$ cat src/rtl/ic_pkg.sv
`timescale 1ns/1ps
package ic_pkg;

  typedef enum logic [2:0] {
    MODE_TERM_INT    = 3'd0,
    MODE_RETRIG_SHOT = 3'd1,
    MODE_RATE        = 3'd2,
    MODE_SQUARE      = 3'd3,
    MODE_SW_STROBE   = 3'd4,
    MODE_HW_STROBE   = 3'd5
  } ic_mode_e;

  // Codes 6 and 7 fold onto the two periodic modes.
  function automatic ic_mode_e fold_mode(input logic [2:0] raw);
    logic [2:0] f;
    f = (raw > 3'd5) ? (raw - 3'd4) : raw;
    return ic_mode_e'(f);
  endfunction

  function automatic logic is_periodic(input ic_mode_e m);
    return (m == MODE_RATE) || (m == MODE_SQUARE);
  endfunction

  function automatic logic is_retrig(input ic_mode_e m);
    return (m == MODE_RETRIG_SHOT) || (m == MODE_RATE) ||
           (m == MODE_SQUARE) || (m == MODE_HW_STROBE);
  endfunction

  function automatic logic is_level_gated(input ic_mode_e m);
    return (m == MODE_TERM_INT) || (m == MODE_SW_STROBE);
  endfunction

  function automatic int unsigned pow10(input int unsigned n);
    int unsigned r;
    r = 1;
    for (int unsigned i = 0; i < n; i++) r = r * 10;
    return r;
  endfunction

endpackage

$ cat src/rtl/ic_dec_unit.sv
`timescale 1ns/1ps
// One-step decrement, binary or packed decimal, without the full-count bit.
module ic_dec_unit #(
  parameter int W = 16
) (
  input  logic [W-1:0] val_i,
  input  logic         bcd_i,
  output logic [W-1:0] res_o
);
  localparam int D = W / 4;

  logic [D-1:0] borrow;
  logic [W-1:0] bcd_res;
  logic [W-1:0] bin_res;

  assign borrow[0] = 1'b1;

  for (genvar i = 0; i < D; i++) begin : g_digit
    logic [3:0] dig;
    assign dig = val_i[4*i +: 4];
    assign bcd_res[4*i +: 4] = !borrow[i] ? dig :
                               ((dig == 4'd0) ? 4'd9 : (dig - 4'd1));
    if (i < D - 1) begin : g_chain
      assign borrow[i+1] = borrow[i] & (dig == 4'd0);
    end
  end

  assign bin_res = val_i - {{(W-1){1'b0}}, 1'b1};
  assign res_o   = bcd_i ? bcd_res : bin_res;

endmodule

$ cat src/rtl/ic_bcd_to_bin.sv
`timescale 1ns/1ps
// Packed-decimal to binary weight, used once per load for the half period.
module ic_bcd_to_bin #(
  parameter int W = 16
) (
  input  logic [W-1:0] bcd_i,
  output logic [W:0]   bin_o
);
  localparam int D  = W / 4;
  localparam int CW = W + 1;

  logic [CW-1:0] psum [D+1];

  assign psum[0] = '0;

  for (genvar i = 0; i < D; i++) begin : g_acc
    localparam int unsigned WT = ic_pkg::pow10(i);
    assign psum[i+1] = psum[i] + CW'(bcd_i[4*i +: 4]) * CW'(WT);
  end

  assign bin_o = psum[D];

endmodule

$ cat src/rtl/ic_edge_detect.sv
`timescale 1ns/1ps
module ic_edge_detect (
  input  logic clk,
  input  logic rst,
  input  logic sig_i,
  output logic rise_o
);
  logic sig_q;

  always_ff @(posedge clk) begin
    if (rst) sig_q <= 1'b0;
    else     sig_q <= sig_i;
  end

  assign rise_o = sig_i & ~sig_q;

endmodule

$ cat src/rtl/ic_out_shaper.sv
`timescale 1ns/1ps
// Registered output waveform, decided from the next counter state.
module ic_out_shaper
  import ic_pkg::*;
#(
  parameter int PW = 17
) (
  input  logic          clk,
  input  logic          rst,
  input  ic_mode_e      mode_i,
  input  logic          start_i,
  input  logic          evt_i,
  input  logic          term_i,
  input  logic [PW-1:0] ph_next_i,
  input  logic [PW-1:0] half_i,
  output logic          out_o
);
  logic out_q;
  logic fired_q;

  always_ff @(posedge clk) begin
    if (rst) begin
      out_q   <= 1'b0;
      fired_q <= 1'b0;
    end else if (start_i) begin
      fired_q <= 1'b0;
      out_q   <= (mode_i == MODE_SQUARE);
    end else if (evt_i) begin
      case (mode_i)
        MODE_TERM_INT, MODE_RETRIG_SHOT: begin
          if (term_i) out_q <= 1'b1;
        end
        MODE_RATE:   out_q <= term_i;
        MODE_SQUARE: out_q <= (ph_next_i < half_i);
        default: begin
          out_q <= term_i & ~fired_q;
          if (term_i) fired_q <= 1'b1;
        end
      endcase
    end
  end

  assign out_o = out_q;

  // once high in the terminal-level modes, out stays high until a new start.
  assert_level_hold_R4: assert property (@(posedge clk) disable iff (rst)
    ((mode_i == MODE_TERM_INT || mode_i == MODE_RETRIG_SHOT) && out_q && !start_i)
      |=> out_q);

  // the rate pulse lasts one counted tick unless the period is a single tick.
  assert_rate_pulse_R6: assert property (@(posedge clk) disable iff (rst)
    (mode_i == MODE_RATE && out_q && evt_i && !term_i && !start_i) |=> !out_q);

  // every square-wave period begins in the high half.
  assert_square_start_R7: assert property (@(posedge clk) disable iff (rst)
    (mode_i == MODE_SQUARE && evt_i && !start_i && ph_next_i == '0) |=> out_q);

  // a strobe is dropped on the next counted tick.
  assert_strobe_once_R8: assert property (@(posedge clk) disable iff (rst)
    ((mode_i == MODE_SW_STROBE || mode_i == MODE_HW_STROBE) && out_q && evt_i && !start_i)
      |=> !out_q);

endmodule

$ cat src/rtl/interval_counter_chan.sv
`timescale 1ns/1ps
module interval_counter_chan
  import ic_pkg::*;
#(
  parameter int W = 16
) (
  input  logic         clk,
  input  logic         rst,
  input  logic         tick_en_i,
  input  logic         gate_i,
  input  logic [2:0]   mode_i,
  input  logic         bcd_i,
  input  logic         load_i,
  input  logic [W-1:0] init_i,
  output logic         out_o,
  output logic [W-1:0] count_o
);
  localparam int CW = W + 1;
  localparam int D  = W / 4;
  localparam logic [CW-1:0] FULL_CODE = {1'b1, {W{1'b0}}};
  localparam int unsigned   DEC_FULL  = pow10(D);

  ic_mode_e      mode_q, mode_ld, mode_sel;
  logic          bcd_q, armed_q;
  logic [CW-1:0] n_q, c_q, half_q, ph_q;
  logic [CW-1:0] load_n, load_nbin, load_half, init_bin, ph_next;
  logic [CW:0]   nbin_inc;
  logic [W-1:0]  dec_res;
  logic          rise, restart, evt, term, reload;

  assign mode_ld  = fold_mode(mode_i);
  assign mode_sel = load_i ? mode_ld : mode_q;

  ic_bcd_to_bin #(.W(W)) u_conv (
    .bcd_i (init_i),
    .bin_o (init_bin)
  );

  ic_dec_unit #(.W(W)) u_dec (
    .val_i (c_q[W-1:0]),
    .bcd_i (bcd_q),
    .res_o (dec_res)
  );

  ic_edge_detect u_gate (
    .clk    (clk),
    .rst    (rst),
    .sig_i  (gate_i),
    .rise_o (rise)
  );

  assign load_n    = (init_i == '0) ? FULL_CODE : {1'b0, init_i};
  assign load_nbin = (init_i == '0) ? (bcd_i ? CW'(DEC_FULL) : FULL_CODE)
                                    : (bcd_i ? init_bin : {1'b0, init_i});
  assign nbin_inc  = {1'b0, load_nbin} + (CW+1)'(1);
  assign load_half = nbin_inc[CW:1];

  assign term    = (c_q == CW'(1));
  assign restart = armed_q & ~load_i & rise & is_retrig(mode_q);
  assign evt     = armed_q & ~load_i & ~restart & tick_en_i &
                   (gate_i | ~is_level_gated(mode_q));
  assign reload  = evt & term & is_periodic(mode_q);
  assign ph_next = reload ? '0 : (ph_q + CW'(1));

  always_ff @(posedge clk) begin
    if (rst) begin
      armed_q <= 1'b0;
      mode_q  <= MODE_TERM_INT;
      bcd_q   <= 1'b0;
      n_q     <= '0;
      half_q  <= '0;
      c_q     <= '0;
      ph_q    <= '0;
    end else if (load_i) begin
      armed_q <= 1'b1;
      mode_q  <= mode_ld;
      bcd_q   <= bcd_i;
      n_q     <= load_n;
      half_q  <= load_half;
      c_q     <= load_n;
      ph_q    <= '0;
    end else if (restart) begin
      c_q     <= n_q;
      ph_q    <= '0;
    end else if (evt) begin
      c_q     <= reload ? n_q : {1'b0, dec_res};
      ph_q    <= ph_next;
    end
  end

  ic_out_shaper #(.PW(CW)) u_out (
    .clk       (clk),
    .rst       (rst),
    .mode_i    (mode_sel),
    .start_i   (load_i | restart),
    .evt_i     (evt),
    .term_i    (term),
    .ph_next_i (ph_next),
    .half_i    (half_q),
    .out_o     (out_o)
  );

  assign count_o = c_q[W-1:0];

  // nothing moves before the first load.
  assert_idle_R1: assert property (@(posedge clk) disable iff (rst)
    !armed_q |-> (c_q == '0 && !out_o));

  // periodic modes never sit at zero.
  assert_reload_R3: assert property (@(posedge clk) disable iff (rst)
    (armed_q && is_periodic(mode_q)) |-> (c_q != '0));

  // a low gate freezes the count in the level-gated modes.
  assert_gate_hold_R9: assert property (@(posedge clk) disable iff (rst)
    (armed_q && is_level_gated(mode_q) && !gate_i && !load_i) |=> $stable(c_q));

  // a retrigger brings back the initial count.
  assert_restart_R10: assert property (@(posedge clk) disable iff (rst)
    restart |=> (c_q == $past(n_q)));

  // decimal digits stay in range.
  for (genvar k = 0; k < D; k++) begin : g_bcd_chk
    assert_digit_R12: assert property (@(posedge clk) disable iff (rst)
      (armed_q && bcd_q) |-> (c_q[4*k +: 4] <= 4'd9));
  end

endmodule

$ cat config.mk
export PLATFORM = sky130hd
export DESIGN_NAME = interval_counter_chan
export DESIGN_NICKNAME = d
export VERILOG_FILES = /design/src/rtl/ic_pkg.sv /design/src/rtl/ic_dec_unit.sv /design/src/rtl/ic_bcd_to_bin.sv /design/src/rtl/ic_edge_detect.sv /design/src/rtl/ic_out_shaper.sv /design/src/rtl/interval_counter_chan.sv
export SDC_FILE = /design/constraint.sdc
export NUM_CORES = 1
export LEC_CHECK = 0
export BUFFER_PORTS_ARGS = -buffer_cell sky130_fd_sc_hd__clkbuf_2
export CAP_MARGIN = 25
export CORE_MARGIN = 5
export CORE_UTILIZATION = 65
export CTS_BUF_LIST = sky130_fd_sc_hd__clkbuf_2 sky130_fd_sc_hd__clkbuf_4 sky130_fd_sc_hd__clkbuf_8
export DETAILED_ROUTE_END_ITERATION = 6
export PLACE_DENSITY = 0.9
export SETUP_SLACK_MARGIN = 0.02
export SYNTH_ARGS = -nofsm -noshare
export SYNTH_HDL_FRONTEND = slang
export SYNTH_SLANG_ARGS = --single-unit
export TNS_END_PERCENT = 100
$ cat constraint.sdc
create_clock -name clk -period 12.3 [get_ports clk]
set_input_delay 0.615 -clock clk [delete_from_list [all_inputs] [get_ports clk]]
set_output_delay 0.615 -clock clk [all_outputs]
set_load 0.02 [all_outputs]
==> flow_metrics.env, run 1 <==
export IMPL_status="finished, final reports clean"
export IMPL_grt_usage=0.2560
export IMPL_htreeDepth=3
export IMPL_cts_tree="done"
export IMPL_cp_num_buf_inv=4
export IMPL_io_pins=42
export IMPL_die_w_um=113.0
export IMPL_most_common_layout_cells="nor2_1 (104), dfxtp_1 (76), nand2_1 (73), ha_1 (66), a21oi_1 (60)"
export IMPL_cts_setup_buffers=0
export IMPL_setup_tns_ns=0
export IMPL_skew_ns=0.01596
export IMPL_grt_overflow_total=0
export IMPL_cts_sinks=76
export IMPL_ant_nets=0
export IMPL_ctsHoldBuffers=0
export IMPL_place_area_um2=6953
export IMPL_slowest_delay_ns=0.70
export IMPL_grt_max_degree=68
export IMPL_fin_crit_ns=5.296
export IMPL_drtIter0Drc=552
export IMPL_drive_gt1_frac=0.1133
export IMPL_syn_avg_cell_area_um2=8.051
export IMPL_root_buffer="clkbuf_8"
export IMPL_antenna_found_initial=0
export IMPL_grt_pass1_vias=5871
export IMPL_path_class="in2reg"
export IMPL_synthArstFlopShare=0
export IMPL_min_path_type="reg2reg"
export IMPL_dp_hpwl_mm=11.89
export IMPL_worstMarginPinSlew_ns=0.9346
export IMPL_hp_start="half_q[16]$_SDFFE_PP0P_"
export IMPL_portBuffers=41
export IMPL_ff2ff_path_depth=16
export IMPL_synth_cells=856
export IMPL_avgRoutedWirePerCell_um=16.19
export IMPL_layout_commonest_cell="nor2_1"
export IMPL_grt_pass1_wl_mm=27.63
export IMPL_synth_edf_count=0
export IMPL_cts_buffers=9
export IMPL_core_area_um2=10320
export IMPL_yosysWarnings=0
export IMPL_hold_path_endpoint="half_q[16]$_SDFFE_PP0P_"
export IMPL_min_path_cells=2
export IMPL_drtPass1Iterations=5
export IMPL_routabilityCongestion=0.8963
export IMPL_critPathLaunchType="primary input"
export IMPL_finalHoldViolations=0
export IMPL_slew_headroom=0.3712
export IMPL_r2r_slack_ns=8.96
export IMPL_pre_cts_slack_ns=6.706
export IMPL_clk_pin_slew_ns=0.09
export IMPL_nets=959
export IMPL_vias=6157
export IMPL_cp_data_arrival_time_ns=5.55
export IMPL_syn_nets=964
export IMPL_setup_slack_ns=7.004
export IMPL_fin_crit_sh=0.4306
export IMPL_crit_fanout=10
export IMPL_yosysUniqueCellTypes=89
export IMPL_finalNonFillerCells=992
export IMPL_cpMaxStageDelayCell="fa_1"
export IMPL_drv_slew=0
export IMPL_cap_violations=0
export IMPL_fillers=849
export IMPL_crit_required_ns=12.55
export IMPL_max_freq_mhz=188.8
export IMPL_avgViaCountPerCell=6.207
export IMPL_setup_violations_final=0
export IMPL_ys_ff_latch=76
export IMPL_p_per_area_nw_per_um2=129.4
export IMPL_die_height_um=113.0
export IMPL_multi_input_area_um2=4805
export IMPL_cts_resized=0
export IMPL_rows=37
export IMPL_crit_family="adder cells"
export IMPL_drt_wl_total_mm=16.06
export IMPL_vdd_drop_max_mv=0.08622
export IMPL_seq_area_um2=1521
export IMPL_r2r_end="u_out.out_o$_SDFFE_PP0P_"
export IMPL_layout_area_overhead_vs_synth_pct=3.577
export IMPL_fin_util=0.6914
export IMPL_initial_core_util=0.6676
export IMPL_design_area_um2=7138
export IMPL_dieArea_um2=12760
export IMPL_end_kind="flip-flop"
export IMPL_r2r_start="ph_q[0]$_SDFFE_PP0P_"
export IMPL_diodes=0
export IMPL_placed_cells=976
export IMPL_cts_max_path_buffers=2
export IMPL_rsz0062_at_grt="no"
export IMPL_synth_ff_type="dfxtp_1"
export IMPL_clkLatencyLatePin_ns=0.35
export IMPL_p_leak_nw=3.008
export IMPL_synth_area_um2=6892
export IMPL_path_cells="clkbuf_2, fa_1, inv_1, fa_1, inv_1, ha_1, inv_1, o21ai_0, xor2_1, ha_1, ha_1, a21oi_1, nand2_1, a2111o_1, a31oi_1, nand2b_2, nor3_4, o211ai_1, a311oi_2"
export IMPL_ys_seq_area_frac=0.2208
export IMPL_drt_drc_violations_left=0
[sequential cells by signal, indices dropped and copies added, names as in the netlist]
| register | cells |
|---|---|
| c_q | 17 |
| u_out.fired_q | 1 |
| half_q | 17 |
| n_q | 17 |
| mode_q | 3 |
| ph_q | 17 |
| bcd_q | 1 |
| armed_q | 1 |
| u_out.out_o | 1 |
| u_gate.sig_q | 1 |
[cell families (layout without fill, tap and decap cells)]
kind of cell               count (synthesis)  count (layout)  synth area share
adders and majority gates                 83              83            0.1692
xor gates and xnor gates                  45              45           0.05719
and+or+nand+nor                          312             312            0.2366
buffers and inverters                    120             120           0.08279
AOI/OAI and AO/OA                        201             201            0.2055
muxes                                     19              19           0.02796
DFF                                       76              76            0.2208
[layout make-up]
class                           count  share of cell area
Multi-Input combinational cell    660              0.6731
Inverter                           59             0.03103
Clock buffer                       10             0.01928
Tap cell                          136             0.02384
Timing Repair Buffer               45             0.03295
Clock inverter                      6            0.006661
Sequential cell                    76              0.2131
[through the flow]
step           hold WS [ns]  power (mW)
3_5_place_dp         0.4509      0.7374
2_1_floorplan        0.4268      0.6539
6_report             0.4655      0.9237
3_3_place_gp         0.4422      0.7188
4_1_cts              0.4644      0.9165
5_1_grt              0.4895      0.9904
[worst min-delay path, delay by kind of cell (launching register included)]
| kind | cells | cell delay [ns] |
|---|---|---|
| buffers and inverters | 1 | 0.07 |
| flip-flops | 1 | 0.31 |
| AND/OR/NAND/NOR | 1 | 0.05 |
[cells in the mapped netlist, drive strengths merged (3+ instances only)]
cell type  count  area share
fa            17       0.049
a21oi         61       0.045
clkbuf        28       0.018
buf           33       0.032
a311oi        10       0.014
o211ai        11       0.012
a211o          3      0.0040
or4            5      0.0054
a222oi         3      0.0044
or3            6      0.0054
nor4          15       0.017
o31a           3      0.0038
nand2b         7      0.0089
o21a           3      0.0033
and2           4      0.0040
nor2         105       0.058
a21o           9       0.010
mux2i         17       0.025
nand3         17       0.012
a211oi        18       0.022
a22oi          4      0.0051
nor2b         11       0.010
inv           59       0.032
nor3b          3      0.0033
and3          13       0.012
nand4         14       0.017
a31oi          6      0.0054
nand3b        11       0.012
ha            66        0.12
dfxtp         76        0.22
xor2          14       0.018
xnor2         31       0.039
nor3          18       0.019
o21ai         39       0.028
o31ai          5      0.0054
nand2         73       0.040
[routing by layer]
metal	vias to the layer above	wire, um	GRT usage
li1	3036	-	-
met3	38	983	0.04011
met5	-	0	0
met2	229	7641	0.4246
met1	2854	6972	0.3339
met4	0	463	0.1018
[where the power goes]
part           leakage (nW)  switching (mW)  internal, mW
logic                  2.29           0.278         0.184
registers             0.624          0.0190         0.263
clock network        0.0985          0.0987        0.0809
total                  3.01           0.395         0.528
[how the worst max path moves through the flow]
stage                     cells past startpoint        from  slack (ns)                       to
after floorplan                              17  init_i[13]        7.42  half_q[13]$_SDFFE_PP0P_
after global placement                       19  init_i[13]        6.90  half_q[13]$_SDFFE_PP0P_
after detailed placement                     19  init_i[13]        6.71  half_q[13]$_SDFFE_PP0P_
after CTS                                    19  init_i[13]        7.06  half_q[13]$_SDFFE_PP0P_
after global routing                         19  init_i[13]        6.78  half_q[15]$_SDFFE_PP0P_
final                                        19  init_i[13]        7.00  half_q[13]$_SDFFE_PP0P_
(Power assumes the default switching activity.)
==> run 2, diff against run 1 <==
--- a/config.mk
+++ b/config.mk
@@ -8,10 +8,10 @@
 export BUFFER_PORTS_ARGS = -buffer_cell sky130_fd_sc_hd__clkbuf_2
 export CAP_MARGIN = 25
 export CORE_MARGIN = 5
-export CORE_UTILIZATION = 65
+export CORE_UTILIZATION = 64
 export CTS_BUF_LIST = sky130_fd_sc_hd__clkbuf_2 sky130_fd_sc_hd__clkbuf_4 sky130_fd_sc_hd__clkbuf_8
 export DETAILED_ROUTE_END_ITERATION = 6
-export PLACE_DENSITY = 0.9
+export PLACE_DENSITY = 0.89
 export SETUP_SLACK_MARGIN = 0.02
 export SYNTH_ARGS = -nofsm -noshare
 export SYNTH_HDL_FRONTEND = slang
==> constraint.sdc (replaced) <==
create_clock -name clk -period 5.25 [get_ports clk]
set_input_delay 0.2625 -clock clk [delete_from_list [all_inputs] [get_ports clk]]
set_output_delay 0.2625 -clock clk [all_outputs]
set_load 0.02 [all_outputs]
==> flow_metrics.env, run 2 (synthesized netlist as in run 1, its figures left out) <==
export IMPL_min_path_cells=3
export IMPL_report_power_total_mw=2.207
export IMPL_fin_crit_sh=0.8977
export IMPL_layout_commonest_cell="nor2_1"
export IMPL_antenna_found_initial=0
export IMPL_dp_hpwl_mm=11.74
export IMPL_vias=6219
export IMPL_io_pins=42
export IMPL_drt_wl_total_mm=16.19
export IMPL_core_area_um2=10420
export IMPL_grt_pass1_vias=5791
export IMPL_die_w_um=113.8
export IMPL_hold_path_endpoint="mode_q[0]$_SDFF_PP0_"
export IMPL_hp_start="mode_i[0]"
export IMPL_r2r_slack_ns=1.98
export IMPL_layout_area_overhead_vs_synth_pct=3.958
export IMPL_cp_depth=19
export IMPL_htreeDepth=3
export IMPL_drtIter0Drc=808
export IMPL_drtPass1Iterations=5
export IMPL_rows=37
export IMPL_cts_resized=0
export IMPL_cts_buffers=9
export IMPL_cap_violations=0
export IMPL_initial_core_util=0.6616
export IMPL_end_kind="flip-flop"
export IMPL_p_leak_nw=3.014
export IMPL_ff2ff_path_depth=16
export IMPL_drive_gt1_frac=0.1144
export IMPL_nets=960
export IMPL_rsz0062_at_grt="no"
export IMPL_p_per_area_nw_per_um2=308.1
export IMPL_worstMarginPinSlew_ns=1.028
export IMPL_grt_overflow_total=0
export IMPL_crit_fanout=7
export IMPL_path_cells="clkbuf_2, fa_1, inv_1, fa_1, inv_1, ha_1, inv_1, o21ai_0, xor2_1, ha_1, ha_1, a21oi_1, nand2_1, a2111o_1, a31oi_1, nand2b_2, nor3_4, o211ai_1, a311oi_2"
export IMPL_cts_tree="done"
export IMPL_min_path_type="in2reg"
export IMPL_r2r_end="u_out.out_o$_SDFFE_PP0P_"
export IMPL_slew_headroom=0.3085
export IMPL_setup_tns_ns=0
export IMPL_cp_num_buf_inv=4
export IMPL_avgViaCountPerCell=6.263
export IMPL_grt_max_degree=67
export IMPL_max_freq_mhz=212.2
export IMPL_hold_ws_ns=0.1495
export IMPL_skew_ns=0.01563
export IMPL_clk_pin_slew_ns=0.09
export IMPL_status="finished, final reports clean"
export IMPL_die_height_um=113.8
export IMPL_cts_sinks=76
export IMPL_fin_crit_ns=4.713
export IMPL_crit_family="adder cells"
export IMPL_ant_nets=0
export IMPL_finalHoldViolations=0
export IMPL_ctsHoldBuffers=0
export IMPL_routabilityCongestion=0.9013
export IMPL_path_class="in2reg"
export IMPL_critPathLaunchType="primary input"
export IMPL_cp_data_arrival_time_ns=4.99
export IMPL_cts_max_path_buffers=2
export IMPL_drv_slew=0
export IMPL_dieArea_um2=12940
export IMPL_cpMaxStageDelayCell="fa_1"
export IMPL_root_buffer="clkbuf_8"
export IMPL_vdd_drop_max_mv=0.2098
export IMPL_most_common_layout_cells="nor2_1 (104), dfxtp_1 (76), nand2_1 (73), ha_1 (66), a21oi_1 (60)"
export IMPL_portBuffers=41
export IMPL_cts_setup_buffers=0
export IMPL_grt_usage=0.2519
export IMPL_clkLatencyLatePin_ns=0.36
export IMPL_r2r_start="ph_q[0]$_SDFFE_PP0P_"
export IMPL_slowest_delay_ns=0.63
export IMPL_grt_pass1_wl_mm=27.06
export IMPL_crit_required_ns=5.53
export IMPL_setup_violations_final=0
export IMPL_avgRoutedWirePerCell_um=16.31
export IMPL_drt_drc_violations_left=0
export IMPL_diodes=0
run 2: cell type report:
type,count,area [um2]
Sequential cell,76,1521
Timing Repair Buffer,46,242.7
Inverter,59,221.5
Fill cell,829,3252
Tap cell,136,170.2
Multi-Input combinational cell,660,4805
Clock inverter,6,72.57
Clock buffer,10,131.4
run 2: worst max-delay path by stage:
stage / startpoint / end / slack (ns)
finish: init_i[14] / half_q[13]$_SDFFE_PP0P_ / 0.54
global route: init_i[14] / half_q[14]$_SDFFE_PP0P_ / 0.25
detailed placement: init_i[14] / half_q[13]$_SDFFE_PP0P_ / 0.21
floorplan: init_i[13] / half_q[13]$_SDFFE_PP0P_ / 0.72
CTS: init_i[14] / half_q[13]$_SDFFE_PP0P_ / 0.58
global placement: init_i[14] / half_q[13]$_SDFFE_PP0P_ / 0.34
run 2: power breakdown:
group / total (mW) / internal (mW) / switching [mW]
logic: 1.08 / 0.433 / 0.649
clock network: 0.465 / 0.229 / 0.235
registers: 0.661 / 0.617 / 0.0445
total: 2.21 / 1.28 / 0.929
run 2: metal layers:
metal,part of all wire,vias up,wire length (um),GRT usage
met5,0,-,0,0
met4,0.019,0,301,0.07997
met2,0.48,208,7740,0.4166
met3,0.070,32,1126,0.04350
met1,0.43,2944,7023,0.3359
li1,-,3035,-,-
run 2: tightest hold or removal path: cells and delay by family:
family / cells / cell delay [ns]
AND/OR/NAND/NOR: 1 / 0.06
AO/OA/AOI/OAI: 1 / 0.06
buffers and inverters: 1 / 0.09
run 2: per-stage QoR:
stage	utilization	cells	cell area, um2	setup WS (ns)
finish	0.6878	993	7164	0.5368
global route	0.6878	993	7164	0.2505
CTS	0.6878	993	7164	0.5826
detailed placement	0.6682	977	6960	0.2055
global placement	0.6682	977	6960	0.3391
floorplan	-	856	6892	0.7222
==> run 3, diff against run 2 <==
--- a/config.mk
+++ b/config.mk
@@ -8,10 +8,10 @@
 export BUFFER_PORTS_ARGS = -buffer_cell sky130_fd_sc_hd__clkbuf_2
 export CAP_MARGIN = 25
 export CORE_MARGIN = 5
-export CORE_UTILIZATION = 64
+export CORE_UTILIZATION = 58
 export CTS_BUF_LIST = sky130_fd_sc_hd__clkbuf_2 sky130_fd_sc_hd__clkbuf_4 sky130_fd_sc_hd__clkbuf_8
 export DETAILED_ROUTE_END_ITERATION = 6
-export PLACE_DENSITY = 0.89
+export PLACE_DENSITY = 0.86
 export SETUP_SLACK_MARGIN = 0.02
 export SYNTH_ARGS = -nofsm -noshare
 export SYNTH_HDL_FRONTEND = slang
==> constraint.sdc (replaced) <==
create_clock -name clk -period 4.3 [get_ports clk]
set_input_delay 0.215 -clock clk [delete_from_list [all_inputs] [get_ports clk]]
set_output_delay 0.215 -clock clk [all_outputs]
set_load 0.02 [all_outputs]
==> flow_metrics.env, run 3 (synthesized netlist as in run 1, its figures left out) <==
export IMPL_crit_fanout=5
export IMPL_die_height_um=119.0
export IMPL_cap_violations=0
export IMPL_slowest_delay_ns=0.59
export IMPL_design_area_um2=7706
export IMPL_diodes=0
export IMPL_io_pins=42
export IMPL_place_area_um2=7413
export IMPL_fin_crit_ns=4.145
export IMPL_cpMaxStageDelayCell="fa_2"
export IMPL_setup_violations_final=0
export IMPL_grt_max_degree=62
export IMPL_crit_required_ns=4.51
export IMPL_clk_pin_slew_ns=0.08
export IMPL_htreeDepth=3
export IMPL_initial_core_util=0.5984
export IMPL_path_class="in2reg"
export IMPL_cts_max_path_buffers=2
export IMPL_most_common_layout_cells="nor2_1 (103), dfxtp_1 (76), nand2_1 (73), ha_1 (60), buf_4 (60)"
export IMPL_report_power_total_mw=3.095
export IMPL_cp_num_buf_inv=5
export IMPL_grt_usage=0.2357
export IMPL_min_path_type="in2reg"
export IMPL_skew_ns=0.01434
export IMPL_rows=39
export IMPL_routabilityCongestion=0.8826
export IMPL_avgViaCountPerCell=6.052
export IMPL_drt_wl_total_mm=16.98
export IMPL_end_kind="flip-flop"
export IMPL_avgRoutedWirePerCell_um=16.08
export IMPL_fin_crit_sh=0.9639
export IMPL_drt_drc_violations_left=0
export IMPL_drive_gt1_frac=0.1906
export IMPL_cp_data_arrival_time_ns=4.36
export IMPL_grt_overflow_total=0
export IMPL_path_cells="buf_2, fa_2, inv_2, fa_1, inv_2, ha_4, buf_4, nand2_1, nand2_1, a21oi_1, xnor2_1, ha_1, ha_1, nor4_1, a211oi_2, buf_4, a31oi_4, nand2b_4, or3_4, nand3_1, a21oi_1"
export IMPL_vias=6391
export IMPL_drtPass1Iterations=6
export IMPL_drtIter0Drc=606
export IMPL_portBuffers=41
export IMPL_cts_tree="done"
export IMPL_status="finished, final reports clean"
export IMPL_worstMarginPinSlew_ns=0.9281
export IMPL_critPathLaunchType="primary input"
export IMPL_cts_buffers=9
export IMPL_vdd_drop_max_mv=0.5022
export IMPL_crit_family="adder cells"
export IMPL_core_area_um2=11520
export IMPL_root_buffer="clkbuf_8"
export IMPL_grt_pass1_vias=6073
export IMPL_antenna_found_initial=0
export IMPL_dp_hpwl_mm=12.42
export IMPL_finalHoldViolations=0
export IMPL_nets=1016
export IMPL_die_w_um=119.0
export IMPL_ant_nets=0
export IMPL_clkLatencyLatePin_ns=0.36
export IMPL_layout_area_overhead_vs_synth_pct=11.82
export IMPL_dieArea_um2=14160
export IMPL_drv_slew=0
export IMPL_p_leak_nw=3.299
export IMPL_cts_sinks=76
export IMPL_grt_pass1_wl_mm=28.16
export IMPL_slew_headroom=0.3756
export IMPL_layout_commonest_cell="nor2_1"
export IMPL_p_per_area_nw_per_um2=401.6
export IMPL_max_freq_mhz=241.3
[run 3: tightest hold or removal path, stage by stage]
cell      delay, ns
clkbuf_2       0.09
nand2_1        0.05
a21oi_1        0.05
[run 3: area by class of cell]
cell class              instances  area (um2)
clock inverters                 3       18.77
repair buffers                102       666.9
well taps                     143       178.9
fillers                       952        3810
multi-input cells             660        4926
flip-flops and latches         76        1521
clock buffers                  13       172.7
inverters                      59       221.5
[run 3: repair_timing]
action,in CTS,in global routing
hold endpoints to repair,0,0
setup buffers,0,2
resized for setup,0,23
hold buffers,0,0
setup endpoints to repair,0,8
[run 3: metrics by stage]
step	setup TNS (ns)	hold WS (ns)	instances	worst slack (ns)	utilization
after floorplan	0	0.3432	856	0.02386	-
after global routing	-0.2800	0.09645	1056	-0.08145	0.6692
after CTS	0	0.08402	1054	0.09359	0.6604
after global placement	-1.004	0.4381	1038	-0.1773	0.6437
final	0	0.09258	1056	0.1554	0.6692
after detailed placement	-1.717	0.4454	1038	-0.2884	0.6437
[run 3: per-layer routing]
metal / vias up / global-route usage / wire (um)
met1: 2988 / 0.3055 / 7218
met3: 27 / 0.03412 / 1181
met2: 235 / 0.3960 / 8192
met5: - / 0 / 0
met4: 0 / 0.09269 / 392
li1: 3141 / - / -
[run 3: final timing paths]
path | from | to | slack (ns) | depth (start not counted)
setup / recovery | init_i[14] | half_q[11]$_SDFFE_PP0P_ | 0.16 | 21
hold / removal | mode_i[0] | mode_q[0]$_SDFF_PP0_ | 0.09 | 3
setup reg to reg | ph_q[0]$_SDFFE_PP0P_ | u_out.out_o$_SDFFE_PP0P_ | 0.93 | 15
hold reg to reg | half_q[16]$_SDFFE_PP0P_ | half_q[16]$_SDFFE_PP0P_ | 0.45 | 2
[run 3: power by group]
group          internal (mW)  leakage [nW]  switching (mW)
Combinational          0.829          2.57           0.923
Sequential             0.753         0.624          0.0533
Clock                  0.264         0.103           0.272
Total                   1.85          3.30            1.25
